### config.mk
export PLATFORM = sky130hd
export DESIGN_NAME = mmd_divider
export DESIGN_NICKNAME = d
export VERILOG_FILES = /design/src/rtl/mmd_divider.sv
export SDC_FILE = /design/constraint.sdc
export NUM_CORES = 1
export LEC_CHECK = 0
export ABC_CLOCK_PERIOD_IN_PS = 2300
export BUFFER_PORTS_ARGS = -buffer_cell sky130_fd_sc_hd__buf_2
export CAP_MARGIN = 20
export CORE_MARGIN = 10
export CORE_UTILIZATION = 30
export DETAILED_ROUTE_END_ITERATION = 10
export GPL_ROUTABILITY_DRIVEN = 0
export SETUP_SLACK_MARGIN = 0.15
export SYNTH_ARGS = -nofsm -noshare
export SYNTH_HDL_FRONTEND = slang
export SYNTH_SLANG_ARGS = --single-unit
### constraint.sdc
create_clock -name clk_in -period 2.3 [get_ports clk_in]
set_input_delay 0.46 -clock clk_in [delete_from_list [all_inputs] [get_ports clk_in]]
set_output_delay 0.46 -clock clk_in [all_outputs]
set_load 0.03 [all_outputs]
### src/rtl/mmd_divider.sv
module mmd_divider #(
  parameter int BASE_W = 8,
  parameter int CODE_W = 3
) (
  input  logic                     clk_in,
  input  logic                     rst_n,
  input  logic [BASE_W-1:0]        base_n,
  input  logic signed [CODE_W-1:0] corr,
  output logic                     div_out,
  output logic                     period_stb
);
  localparam int MW = BASE_W + 1;
  localparam int SW = BASE_W + 2;

  logic [MW-1:0]        cnt, mod_q, next_mod, base_mod;
  logic signed [SW-1:0] eff_s;

  assign eff_s    = $signed({2'b00, base_n}) + SW'(corr);
  assign next_mod = (eff_s < $signed(SW'(2))) ? MW'(2) : eff_s[MW-1:0];
  assign base_mod = (base_n < BASE_W'(2)) ? MW'(2) : {1'b0, base_n};

  assign period_stb = (cnt == mod_q - MW'(1));
  assign div_out    = (cnt < (mod_q >> 1));

  always_ff @(posedge clk_in) begin
    if (!rst_n) begin
      cnt   <= '0;
      mod_q <= base_mod;
    end else if (period_stb) begin
      cnt   <= '0;
      mod_q <= next_mod;
    end else begin
      cnt   <= cnt + MW'(1);
    end
  end
endmodule

### Yosys cells after proc, flatten, opt, wreduce, memory -nomap -nowiden

Cells that the tools add are included.

| operators by class | value |
|---|---|
| add/subtract/negate cells | 3 |
| order comparisons | 3 |
| equal/unequal tests | 2 |
| mux-type cells | 4 |
| bitwise gates (word level) | 1 |
| reductions and logical operators | 1 |

Operators by type and width:

| cell | number |
|---|---|
| 9-bit 2-to-1 mux | 3 |
| 9-bit by 3-bit adder with 10-bit output | 1 |
| 10-bit by 3-bit less-than comparator with 1-bit output, second input constant | 1 |
| 9-bit by 1-bit adder with 9-bit output, second input constant | 1 |
| 9-bit == test | 1 |
| 9-bit by 8-bit less-than comparator with 1-bit output | 1 |
| 9-bit by 1-bit subtractor with 9-bit output, second input constant | 1 |
| 8-bit by 2-bit less-than comparator with 1-bit output, second input constant | 1 |
| 8-bit 2-to-1 mux | 1 |
| 2-bit by 1-bit != test with 1-bit output, second input constant | 1 |
| 2-bit OR reduction | 1 |
| 1-bit NOT | 1 |

| storage, ports and cells | value |
|---|---|
| register bits | 18 |
| input bits | 13 |
| output and inout port bits | 2 |
| word-level logic and storage cells | 16 |

### Depth between registers and ports, before layout

Gate-level depths: netlist of the first run.

| depth | value |
|---|---|
| depth in word-level cells | 5 |
| mapped depth | 9 |
| mapped depth without buffers | 8 |

### Least setup slack after synthesis of the first run

Ideal clock, no wire load.

| timing | value |
|---|---|
| path kind | input-to-reg |
| from | in base_n[0] |
| to | reg mod_q[0], data pin |
| setup time | 278 ps |
| arrival | 2246 ps |
| required time | 2022 ps |
| path slack | -224 ps |
| cell stages on the path | 8 |
| buffers on the path | 0 |
| path through | ha_1 > fa_1 > a211oi_1 > o21ai_0 > a211oi_1 > o211ai_1 > nor3_1 > o32ai_1 |

| on the way | value |
|---|---|
| cells in the longest elaborated chain, start to end | 5 |

RTL lines:

| element | RTL line | text |
|---|---|---|
| start, declared | 7 | `input logic [BASE_W-1:0] base_n,` |
| 9-bit by 3-bit adder with 10-bit output | 18 | `assign eff_s = $signed({2'b00, base_n}) + SW'(corr);` |
| 10-bit by 3-bit less-than comparator with 1-bit output | 19 | `assign next_mod = (eff_s < $signed(SW'(2))) ? MW'(2) : eff_s[MW-1:0];` |
| 9-bit 2-to-1 mux | 19 |  |
| 9-bit 2-to-1 mux | 29 | `end else if (period_stb) begin` |
| 9-bit 2-to-1 mux (*) | 26 | `if (!rst_n) begin` |
| end signal, assigned | 28 | `mod_q <= base_mod;` |
| end signal, assigned | 31 | `mod_q <= next_mod;` |
| end, declared | 15 | `logic [MW-1:0] cnt, mod_q, next_mod, base_mod;` |

Every way passes the cells marked *; elsewhere a longest branch is shown, timed or not. The select of a mux whose other input is x is not followed.
A chain may end at the register's enable or synchronous reset.

### Worst setup path in the final report of the first run

| timing | value |
|---|---|
| from | reg mod_q[1] |
| to | out period_stb |

| on the way | value |
|---|---|
| cells in the longest elaborated chain, start to end | 2 |

RTL lines:

| element | RTL line | text |
|---|---|---|
| 9-bit by 1-bit subtractor with 9-bit output | 22 | `assign period_stb = (cnt == mod_q - MW'(1));` |
| 9-bit == test | 22 |  |
| end, declared | 10 | `output logic period_stb` |

Every way passes these cells.

==> results of run 1 <==
critical path: stages (launching register included):
cell and delay (ns):
edfxtp_1 0.42, inv_1 0.08, ha_2 0.18, nor3b_4 0.31, xor2_1 0.18, o21ai_1 0.08
a221o_1 0.36, and4_4 0.15, buf_6 0.13
worst paths after layout:
path / startpoint / end / slack [ns] / cells past startpoint
max reg2reg: mod_q[1] / cnt[2] / -0.07 / 10
max: mod_q[1] / period_stb / -0.30 / 8
min reg2reg: cnt[0] / cnt[0] / 0.57 / 2
min: base_n[0] / mod_q[0] / 0.55 / 3
layer usage:
metal  vias to the layer above  routed length (um)  global-route usage [%]
met2                        31                2463                   18.00
met4                         0                  99                   4.059
met5                         -                   0                       0
met3                         8                 146                  0.9936
li1                        914                   -                       -
met1                       839                2160                   11.60
sequential cells by signal (all words and copies together) (netlist names):
| signal | count |
|---|---|
| cnt | 9 |
| mod_q | 9 |
cell families (layout without fill, tap and decap cells):
logic type      after synthesis  count (layout)  synth area share (%)
flops                        18              18                 25.48
simple gates                 60              60                 20.24
fa+ha+maj                    19              19                 13.87
compound gates               57              57                 23.85
xor+xnor                     22              22                 10.90
mux                           1               1                0.5662
buf+inv                      20             105                 5.095
stage by stage:
step	utilization, %	hold WS [ns]	instance area (sq um)	power [W]
6_report	51.52	0.5477	2889	0.001218
3_3_place_gp	43.31	0.5424	2429	0.0008389
4_1_cts	48.46	0.5488	2718	0.001169
2_1_floorplan	-	0.4799	1857	0.0006423
5_1_grt	51.52	0.5609	2889	0.001297
3_5_place_dp	43.31	0.5541	2429	0.0008470
repair_timing:
item,in CTS,in global routing
pin swaps,24,17
setup endpoints to repair,24,29
gates cloned,1,0
setup buffers,12,2
resized for setup,29,29
area by class of cell:
cell class	instances	area [sq um]	area share (%)
clock buffer	4	55.05	1.906
inverter	17	63.81	2.209
multi-input combinational	159	1500	51.93
sequential	18	450.4	15.59
tap	72	90.09	3.118
timing repair buffer	84	729.5	25.25
cells in the mapped netlist, drive strengths merged (3+ instances only):
master   number  area [sq um]
nor2b         4         25.02
edfxtp        9         270.3
o21bai        3         22.52
a21o          4         30.03
a21oi         4         20.02
nand3         4         20.02
a211oi        5         37.54
nor3          9         45.04
o2bb2ai       3         26.28
inv          17         63.81
and3          3         20.02
xnor2        10         87.58
a41o          3         30.03
dfxtp         9         180.2
xor2         12         105.1
o21ai        12         60.06
or2           3         18.77
nor2         15         78.82
nand2b        3         18.77
nand4         3         18.77
ha           18         225.2
a31oi         3         18.77
nand2         7         26.28
power groups by stage:
| stage | combinational (W) | sequential, W | clock, W |
|---|---|---|---|
| 3_5_place_dp | 0.000462 | 0.000385 | 0 |
| 5_1_grt | 0.000636 | 0.000382 | 0.000278 |
| 3_3_place_gp | 0.000454 | 0.000385 | 0 |
| 2_1_floorplan | 0.000250 | 0.000393 | 0 |
| 6_report | 0.000583 | 0.000380 | 0.000255 |
| 4_1_cts | 0.000529 | 0.000378 | 0.000262 |
cells in the final DEF, fill, tap and decap left out, drive strengths merged, types with 5 or more instances in the layout:
cell    count
buf        84
ha         18
inv        17
nor2       15
xor2       12
o21ai      12
xnor2      10
dfxtp       9
edfxtp      9
nor3        9
nand2       7
a211oi      5
==> qor.txt, run 1 <==
#FFs+latches synth - 18
Clock Skews - 0.001926 ns
Net Sw Power - 0.0003825 W
Worst slew pin tran - 0.4899 ns
Leakage power - 1.249 nW
Kind of critical path - register to primary output
Number of iterations in the first detailed-routing pass - 7
P_int - 0.0008353 W
First-pass GRT wire length - 8190 um
Post-Syn Nets - 229
Clock power frac - 21.0%
Sink Count - 18
Final slew viol count - 0
Final number of hold-violating endpoints - 0
Cells after Synth - 197
Starting density of the core - 31.53%
FFs w/ async S/R, synth - 0%
Crit path DAT - 2.14 ns
Power Density - 421.5 nW/um^2
# diodes - 0
Die X - 96.77 um
Via density - 5.062
Mapped Area - 1768 sq um
Post-Synthesis Mean Instance Area - 8.974 sq um
Status - finished, violations left
Hold/Removal Path Class - input port to register
Crit end category - primary output
HPWL Detailed - 3822 um
CTS HTree Levels - 1
Sequential-to-total area share from yosys stat - 25.48%
Minimum clock period - 2.601 ns
Share of cells above drive strength 1 - 49.29%
Max Clock Freq - 0.3845 GHz
Port Buffer Count - 14
Fin Setup TNS - -1.178 ns
Core ar. - 5608 sq um
RSZ-0062 raised after global routing - yes
DP Worst Slack - -0.3501 ns
Initial antenna violation count - 0
Io pins - 15
Routed via count - 1792
DRC - 0
# fillers - 521
Congestion Overflow GR - 0
Setup crit start kind - register
Post-route ant nets - 0
Die height - 96.77 um
WL final - 4869 um
Die footprint - 9363 sq um
CTS tree - built
Worst endpoint required time - 1.84 ns
Yosys warns - 0
Reg power frac - 31.2%
Pin count of the biggest net entering global routing - 11
Routed wire per std cell - 13.75 um
Clock-pin slew on the worst setup and hold paths - 0.07 ns
CTS hold repair buffers - 0
Max-cap violations - 0
Nets - 315
Final setup fails - 17
Placed insts - 335
Number of enable flip-flop cells after synthesis - 9
Critical-path maximum fanout - 6
Area Overhead vs Synth - 63.41%
Cts bufs inserted - 3
Comb power frac - 47.8%
Layout Cells excl Fill - 354
Row count - 27
Iter 0 DRT Violations - 63
Worst slew margin - 66.91%
VDD IR max - 0.1824 mV
Worst setup margin - -0.3009 ns
Sw Ratio - 31.41%
Synth unique cells - 55
Number of global-route vias before repair - 1826
Failing checks - negative setup slack
Worst-Skew Late Latency - 0.25 ns
Root buf cell - clkbuf_8
Predominant post-synthesis flop cell - edfxtp_1
Total GRT Usage - 9.967%
Clk buf depth - 2
Tcrit/Tclk final - 113.1%
No activity file was read; power rests on OpenSTA's default activity.
==> inputs of run 2 (changes only) <==
--- a/config.mk
+++ b/config.mk
@@ -7,9 +7,9 @@
 export LEC_CHECK = 0
 export ABC_CLOCK_PERIOD_IN_PS = 2300
-export BUFFER_PORTS_ARGS = -buffer_cell sky130_fd_sc_hd__buf_2
 export CAP_MARGIN = 20
 export CORE_MARGIN = 10
 export CORE_UTILIZATION = 30
 export DETAILED_ROUTE_END_ITERATION = 10
+export DONT_BUFFER_PORTS = 1
 export GPL_ROUTABILITY_DRIVEN = 0
 export SETUP_SLACK_MARGIN = 0.15
==> constraint.sdc (replaced) <==
create_clock -name clk_in -period 2.3 [get_ports clk_in]
set_input_delay 0.46 -clock clk_in [delete_from_list [all_inputs] [get_ports clk_in]]
set_output_delay 0.46 -clock clk_in [all_outputs]
set_load 0.05 [all_outputs]
==> run 2 against run 1 <==
Sequential share of layout area rose by 2.3 points. Largest power group unchanged. Via count fell by 8.1%. Highest routed layer unchanged. First-iteration DRC count rose by 16%. Worst setup slack got worse by 0.083 ns. The run still ends with negative setup slack left. Clock skew rose by 0.0038 ns. Sequential power barely moved. Hold slack got worse by 0.15 ns.
==> qor.txt, run 2 (synthesized netlist as in run 1, its figures left out) <==
Status - finished, violations left
Failing checks - negative setup slack
Clk buf depth - 2 (unchanged)
Clock Skews - 0.005738 ns (+0.003812 ns)
Final core utilization - 44.98% (-6.5 points)
Number of iterations in the first detailed-routing pass - 4 (-3)
Final slew viol count - 0 (unchanged)
CTS tree - built
Post-route ant nets - 0 (unchanged)
Area Overhead vs Synth - 42.68%
Final total power - 0.001114 W (-8.5%)
Finished Cell Area - 2522 sq um (-13%)
Root buf cell - clkbuf_8
Busiest layer in global routing - met2
RSZ-0062 raised after global routing - yes
Crit path DAT - 2.22 ns (+0.08 ns)
CTS HTree Levels - 1 (unchanged)
Worst slew pin tran - 0.5590 ns (+0.06911 ns)
Number of global-route vias before repair - 1608 (-12%)
Nets - 278 (-12%)
Worst-Skew Late Latency - 0.25 ns (about the same)
VDD IR max - 0.1955 mV (+7.1%)
Reg power frac - 34.4% (+3.2 points)
P_int - 0.0007621 W (-8.8%)
Fin Setup TNS - -2.874 ns (-1.696 ns)
Congestion Overflow GR - 0 (unchanged)
GR Util met2 - 15.39% (-2.6 points)
Port Buffer Count - 0 (-14)
DRC - 0 (unchanged)
Met1 Use GR - 11.54% (-0.055 points)
Setup crit start kind - register
# diodes - 0 (unchanged)
Net Sw Power - 0.0003517 W (-8.1%)
CTS hold repair buffers - 0 (unchanged)
Total GRT Usage - 9.294% (-0.67 points)
Routed wire per std cell - 15.20 um (+11%)
Via density - 5.192 (+2.6%)
Worst hold margin - 0.3972 ns (-0.1505 ns)
R2R depth - 9 (-1)
Final number of hold-violating endpoints - 0 (unchanged)
Worst endpoint required time - 1.84 ns (about the same)
Most common cell after layout, fill and taps aside - buf_4
Initial antenna violation count - 0 (unchanged)
Row count - 27 (unchanged)
Die height - 96.77 um (unchanged)
Cts bufs inserted - 3 (unchanged)
First-pass GRT wire length - 7652 um (-6.6%)
Comb power frac - 43.0% (-4.8 points)
Power Density - 441.6 nW/um^2 (+4.7%)
Pin count of the biggest net entering global routing - 19 (+8)
Leading cell types in the layout, fill and taps excluded - 40 x buf_4, 16 x inv_1, 14 x ha_1
Iter 0 DRT Violations - 73 (+16%)
Hold path depth - 1 (-2)
Clock power frac - 22.6% (+1.6 points)
Minimum clock period - 2.684 ns (+0.08303 ns)
DP Area - 2193 sq um (-9.7%)
Worst setup margin - -0.3839 ns (-0.08303 ns)
Die X - 96.77 um (unchanged)
HPWL Detailed - 3506 um (-8.3%)
Die footprint - 9363 sq um (unchanged)
Hold/Removal Path Class - input port to register
Tcrit/Tclk final - 116.7% (+3.6 points)
Routed via count - 1646 (-8.1%)
Kind of critical path - register to primary output
Share of cells above drive strength 1 - 37.96% (-11 points)
Sink Count - 18 (unchanged)
Sw Ratio - 31.58% (+0.16 points)
Met3 usage - 1.774% (+0.78 points)
Worst slew margin - 62.24% (-4.7 points)
Core ar. - 5608 sq um (unchanged)
WL final - 4819 um (-1.0%)
Starting density of the core - 31.53% (unchanged)
Final setup fails - 20 (+3)
Max Clock Freq - 0.3726 GHz (-3.1%)
Io pins - 15 (unchanged)
Crit end category - primary output
Max-cap violations - 0 (unchanged)
Leakage power - 1.049 nW (-16%)
Critical-path maximum fanout - 3 (-3)
Clock-pin slew on the worst setup and hold paths - 0.07 ns (about the same)
Largest regs - cnt: 9 flops, mod_q: 9 flops
run 2: cell count changes in the layout (fill, tap and decap cells not counted), sizes merged:
cell    delta
buf       -38
clkbuf     +1
run 2: timing repair:
action	in CTS	in global routing
gates resized for setup	7	20
setup endpoints to repair	22	23
buffers inserted	4	8
pin swaps	9	13
gates cloned	0	2
run 2: stage by stage:
stage | setup WS (ns) | cells
floorplan | -0.05612 | 197
global placement | -0.1821 | 299
detailed placement | -0.2426 | 299
CTS | -0.2598 | 307
global route | -0.4754 | 317
finish | -0.3839 | 317
run 2: final timing paths:
path | start | endpoint | slack (ns)
worst max-delay path | mod_q[1] | period_stb | -0.38
worst max register to register | mod_q[1] | mod_q[4] | -0.19
worst min-delay path | base_n[2] | mod_q[2] | 0.40
worst min register to register | cnt[0] | cnt[0] | 0.57
run 2: power groups by stage:
| stage | registers (W) | clock network [W] | logic [W] |
|---|---|---|---|
| floorplan | 0.000393 | 0 | 0.000251 |
| global placement | 0.000388 | 0 | 0.000392 |
| detailed placement | 0.000389 | 0 | 0.000395 |
| CTS | 0.000382 | 0.000258 | 0.000419 |
| global route | 0.000385 | 0.000273 | 0.000525 |
| finish | 0.000383 | 0.000252 | 0.000479 |
run 2: layout make-up:
| class | instances | area, sq um |
|---|---|---|
| Sequential cell | 18 | 450.4 |
| Multi-Input combinational cell | 159 | 1453 |
| Clock buffer | 4 | 55.05 |
| Fill cell | 538 | 3085 |
| Inverter | 17 | 63.81 |
| Timing Repair Buffer | 47 | 410.4 |
| Tap cell | 72 | 90.09 |
run 2: metal layers:
metal	vias up	share of wire, %	wire length [um]
li1	840	-	-
met1	766	43	2090
met2	32	50	2395
met3	8	4.4	213
met4	0	2.5	120
met5	-	0	0
run 2: critical path, cell delays in order (launching register included):
cell,delay [ns]
edfxtp_1,0.44
buf_4,0.16
or4_4,0.50
nor3_1,0.23
o311ai_1,0.14
o21ai_1,0.14
and4_4,0.36
==> inputs of run 3 (changes only) <==
==> constraint.sdc (replaced) <==
create_clock -name clk_in -period 2.3 [get_ports clk_in]
set_input_delay 0.23 -clock clk_in [delete_from_list [all_inputs] [get_ports clk_in]]
set_output_delay 0.23 -clock clk_in [all_outputs]
set_load 0.05 [all_outputs]
==> run 3 against run 2 <==
The flow still finishes with violations (negative setup slack). Sequential cell count unchanged. Wire length down 14%. Count of clock-buffer cells in the layout unchanged. Global-route usage down 0.46 points. Critical endpoint unchanged.
==> qor.txt, run 3 (synthesized netlist as in run 1, its figures left out) <==
Final core utilization - 40.36% (-4.6 points)
CTS tree - built
Post-route ant nets - 0 (unchanged)
First-pass GRT wire length - 7362 um (-3.8%)
Root buf cell - clkbuf_8
Net Sw Power - 0.0003169 W (-9.9%)
Worst slew pin tran - 0.5187 ns (-0.04031 ns)
Iter 0 DRT Violations - 58 (-21%)
P_int - 0.0006808 W (-11%)
HPWL Detailed - 3314 um (-5.5%)
Die height - 96.77 um (unchanged)
Largest regs - cnt: 9 flops, mod_q: 9 flops
Failing checks - negative setup slack
Minimum clock period - 2.348 ns (-0.3363 ns)
Busiest layer in global routing - met2
Congestion Overflow GR - 0 (unchanged)
WL final - 4165 um (-14%)
RSZ-0062 raised after global routing - yes
Number of global-route vias before repair - 1510 (-6.1%)
CTS HTree Levels - 1 (unchanged)
Max Clock Freq - 0.4260 GHz (+14%)
Leakage power - 0.9265 nW (-12%)
Critical path startpoint - mod_q[3]
DP Worst Slack - -0.05422 ns (+0.1884 ns)
Leading cell types in the layout, fill and taps excluded - 18 x buf_4, 15 x inv_1, 14 x ha_1
Status - finished, violations left
Reg power frac - 39.3% (+4.9 points)
Clock-pin slew on the worst setup and hold paths - 0.07 ns (about the same)
Routed wire per std cell - 14.17 um (-6.8%)
Met1 Use GR - 11.51% (-0.036 points)
Nets - 255 (-8.3%)
Clk buf depth - 2 (unchanged)
Power Density - 440.8 nW/um^2 (-0.18%)
Die X - 96.77 um (unchanged)
Final number of hold-violating endpoints - 0 (unchanged)
Final slew viol count - 0 (unchanged)
# fillers - 586 (+8.9%)
Starting density of the core - 31.53% (unchanged)
Finished Cell Area - 2263 sq um (-10%)
Total GRT Usage - 8.831% (-0.46 points)
Pin count of the biggest net entering global routing - 14 (-5)
Share of cells above drive strength 1 - 28.83% (-9.1 points)
Met3 usage - 1.348% (-0.43 points)
Sink Count - 18 (unchanged)
Cts bufs inserted - 3 (unchanged)
Min-delay src - base_n[5]
Tcrit/Tclk final - 102.1% (-15 points)
Reg-to-Reg Start - mod_q[3]
DP Area - 2067 sq um (-5.8%)
Comb power frac - 38.5% (-4.5 points)
Crit end category - primary output
Sw Ratio - 31.76% (+0.19 points)
Crit path DAT - 2.12 ns (-0.10 ns)
Hold/Removal Path Class - input port to register
Worst endpoint required time - 2.07 ns (+0.23 ns)
# diodes - 0 (unchanged)
Core ar. - 5608 sq um (unchanged)
Number of iterations in the first detailed-routing pass - 4 (unchanged)
Die footprint - 9363 sq um (unchanged)
Most common cell after layout, fill and taps aside - buf_4
Io pins - 15 (unchanged)
Clock power frac - 22.1% (-0.5 points)
Critical-path maximum fanout - 6 (+3)
Setup crit start kind - register
Initial antenna violation count - 0 (unchanged)
Final setup fails - 11 (-45%)
Port Buffer Count - 0 (unchanged)
DRC - 0 (unchanged)
Max-cap violations - 0 (unchanged)
Routed via count - 1544 (-6.2%)
Clock Skews - 0.005768 ns (+0.00002998 ns)
Worst setup margin - -0.04759 ns (+0.3363 ns)
Area Overhead vs Synth - 28.03%
Row count - 27 (unchanged)
VDD IR max - 0.1969 mV (+0.74%)
Worst slew margin - 64.97% (+2.7 points)
Kind of critical path - register to primary output
GR Util met2 - 14.01% (-1.4 points)
Worst-Skew Late Latency - 0.25 ns (about the same)
Via density - 5.252 (+1.1%)
run 3: cell count changes in the layout (fill, tap and decap cells not counted), sizes merged:
cell and change:
clkbuf -1, buf -22
run 3: power groups by stage:
stage	clock network, W	registers (W)	logic [W]
finish	0.000221	0.000392	0.000384
global route	0.000242	0.000397	0.000428
CTS	0.000227	0.000391	0.000369
detailed placement	0	0.000399	0.000339
global placement	0	0.000399	0.000336
floorplan	0	0.000393	0.000249
run 3: what timing repair did:
item / 4_1_cts / 5_1_grt
gates resized for setup: 10 / 10
endpoints found under the setup margin: 19 / 23
cloned: 1 / 0
pin swaps: 4 / 8
hold buffers: 0 / 0
buffers inserted: 4 / 2
run 3: through the flow:
| stage | TNS, ns | std cells | total power, W | hold WS [ns] |
|---|---|---|---|---|
| CTS | -0.2010 | 292 | 0.0009864 | 0.1748 |
| detailed placement | -0.05422 | 283 | 0.0007372 | 0.4344 |
| global route | -1.641 | 294 | 0.001067 | 0.1800 |
| finish | -0.2459 | 294 | 0.0009976 | 0.1812 |
| floorplan | 0 | 197 | 0.0006410 | 0.4216 |
| global placement | -0.04198 | 283 | 0.0007345 | 0.4299 |
run 3: metal layers:
metal | vias up | part of all wire [%]
met1 | 716 | 48
met5 | - | 0
met4 | 0 | 1.6
met2 | 27 | 46
li1 | 795 | -
met3 | 6 | 4.4
run 3: final cells by class:
class                           instances  area [sq um]  share of cell area [%]
Tap cell                               72         90.09                   3.980
Clock buffer                            4         45.04                   1.990
Timing Repair Buffer                   24         245.2                   10.83
Multi-Input combinational cell        159          1366                   60.36
Sequential cell                        18         450.4                   19.90
Inverter                               17         66.31                   2.930
run 3: final timing paths:
path | cells past startpoint | to | slack (ns)
worst min-delay path | 1 | mod_q[5] | 0.18
worst max-delay path | 5 | period_stb | -0.05
worst min register to register | 1 | cnt[0] | 0.50
worst max register to register | 10 | cnt[5] | -0.04
run 3: critical path, cell delays in order, from the launching register on:
cell,delay (ns)
edfxtp_1,0.53
or4_4,0.50
o311ai_2,0.25
o311ai_2,0.15
o21ai_2,0.10
and4_4,0.34
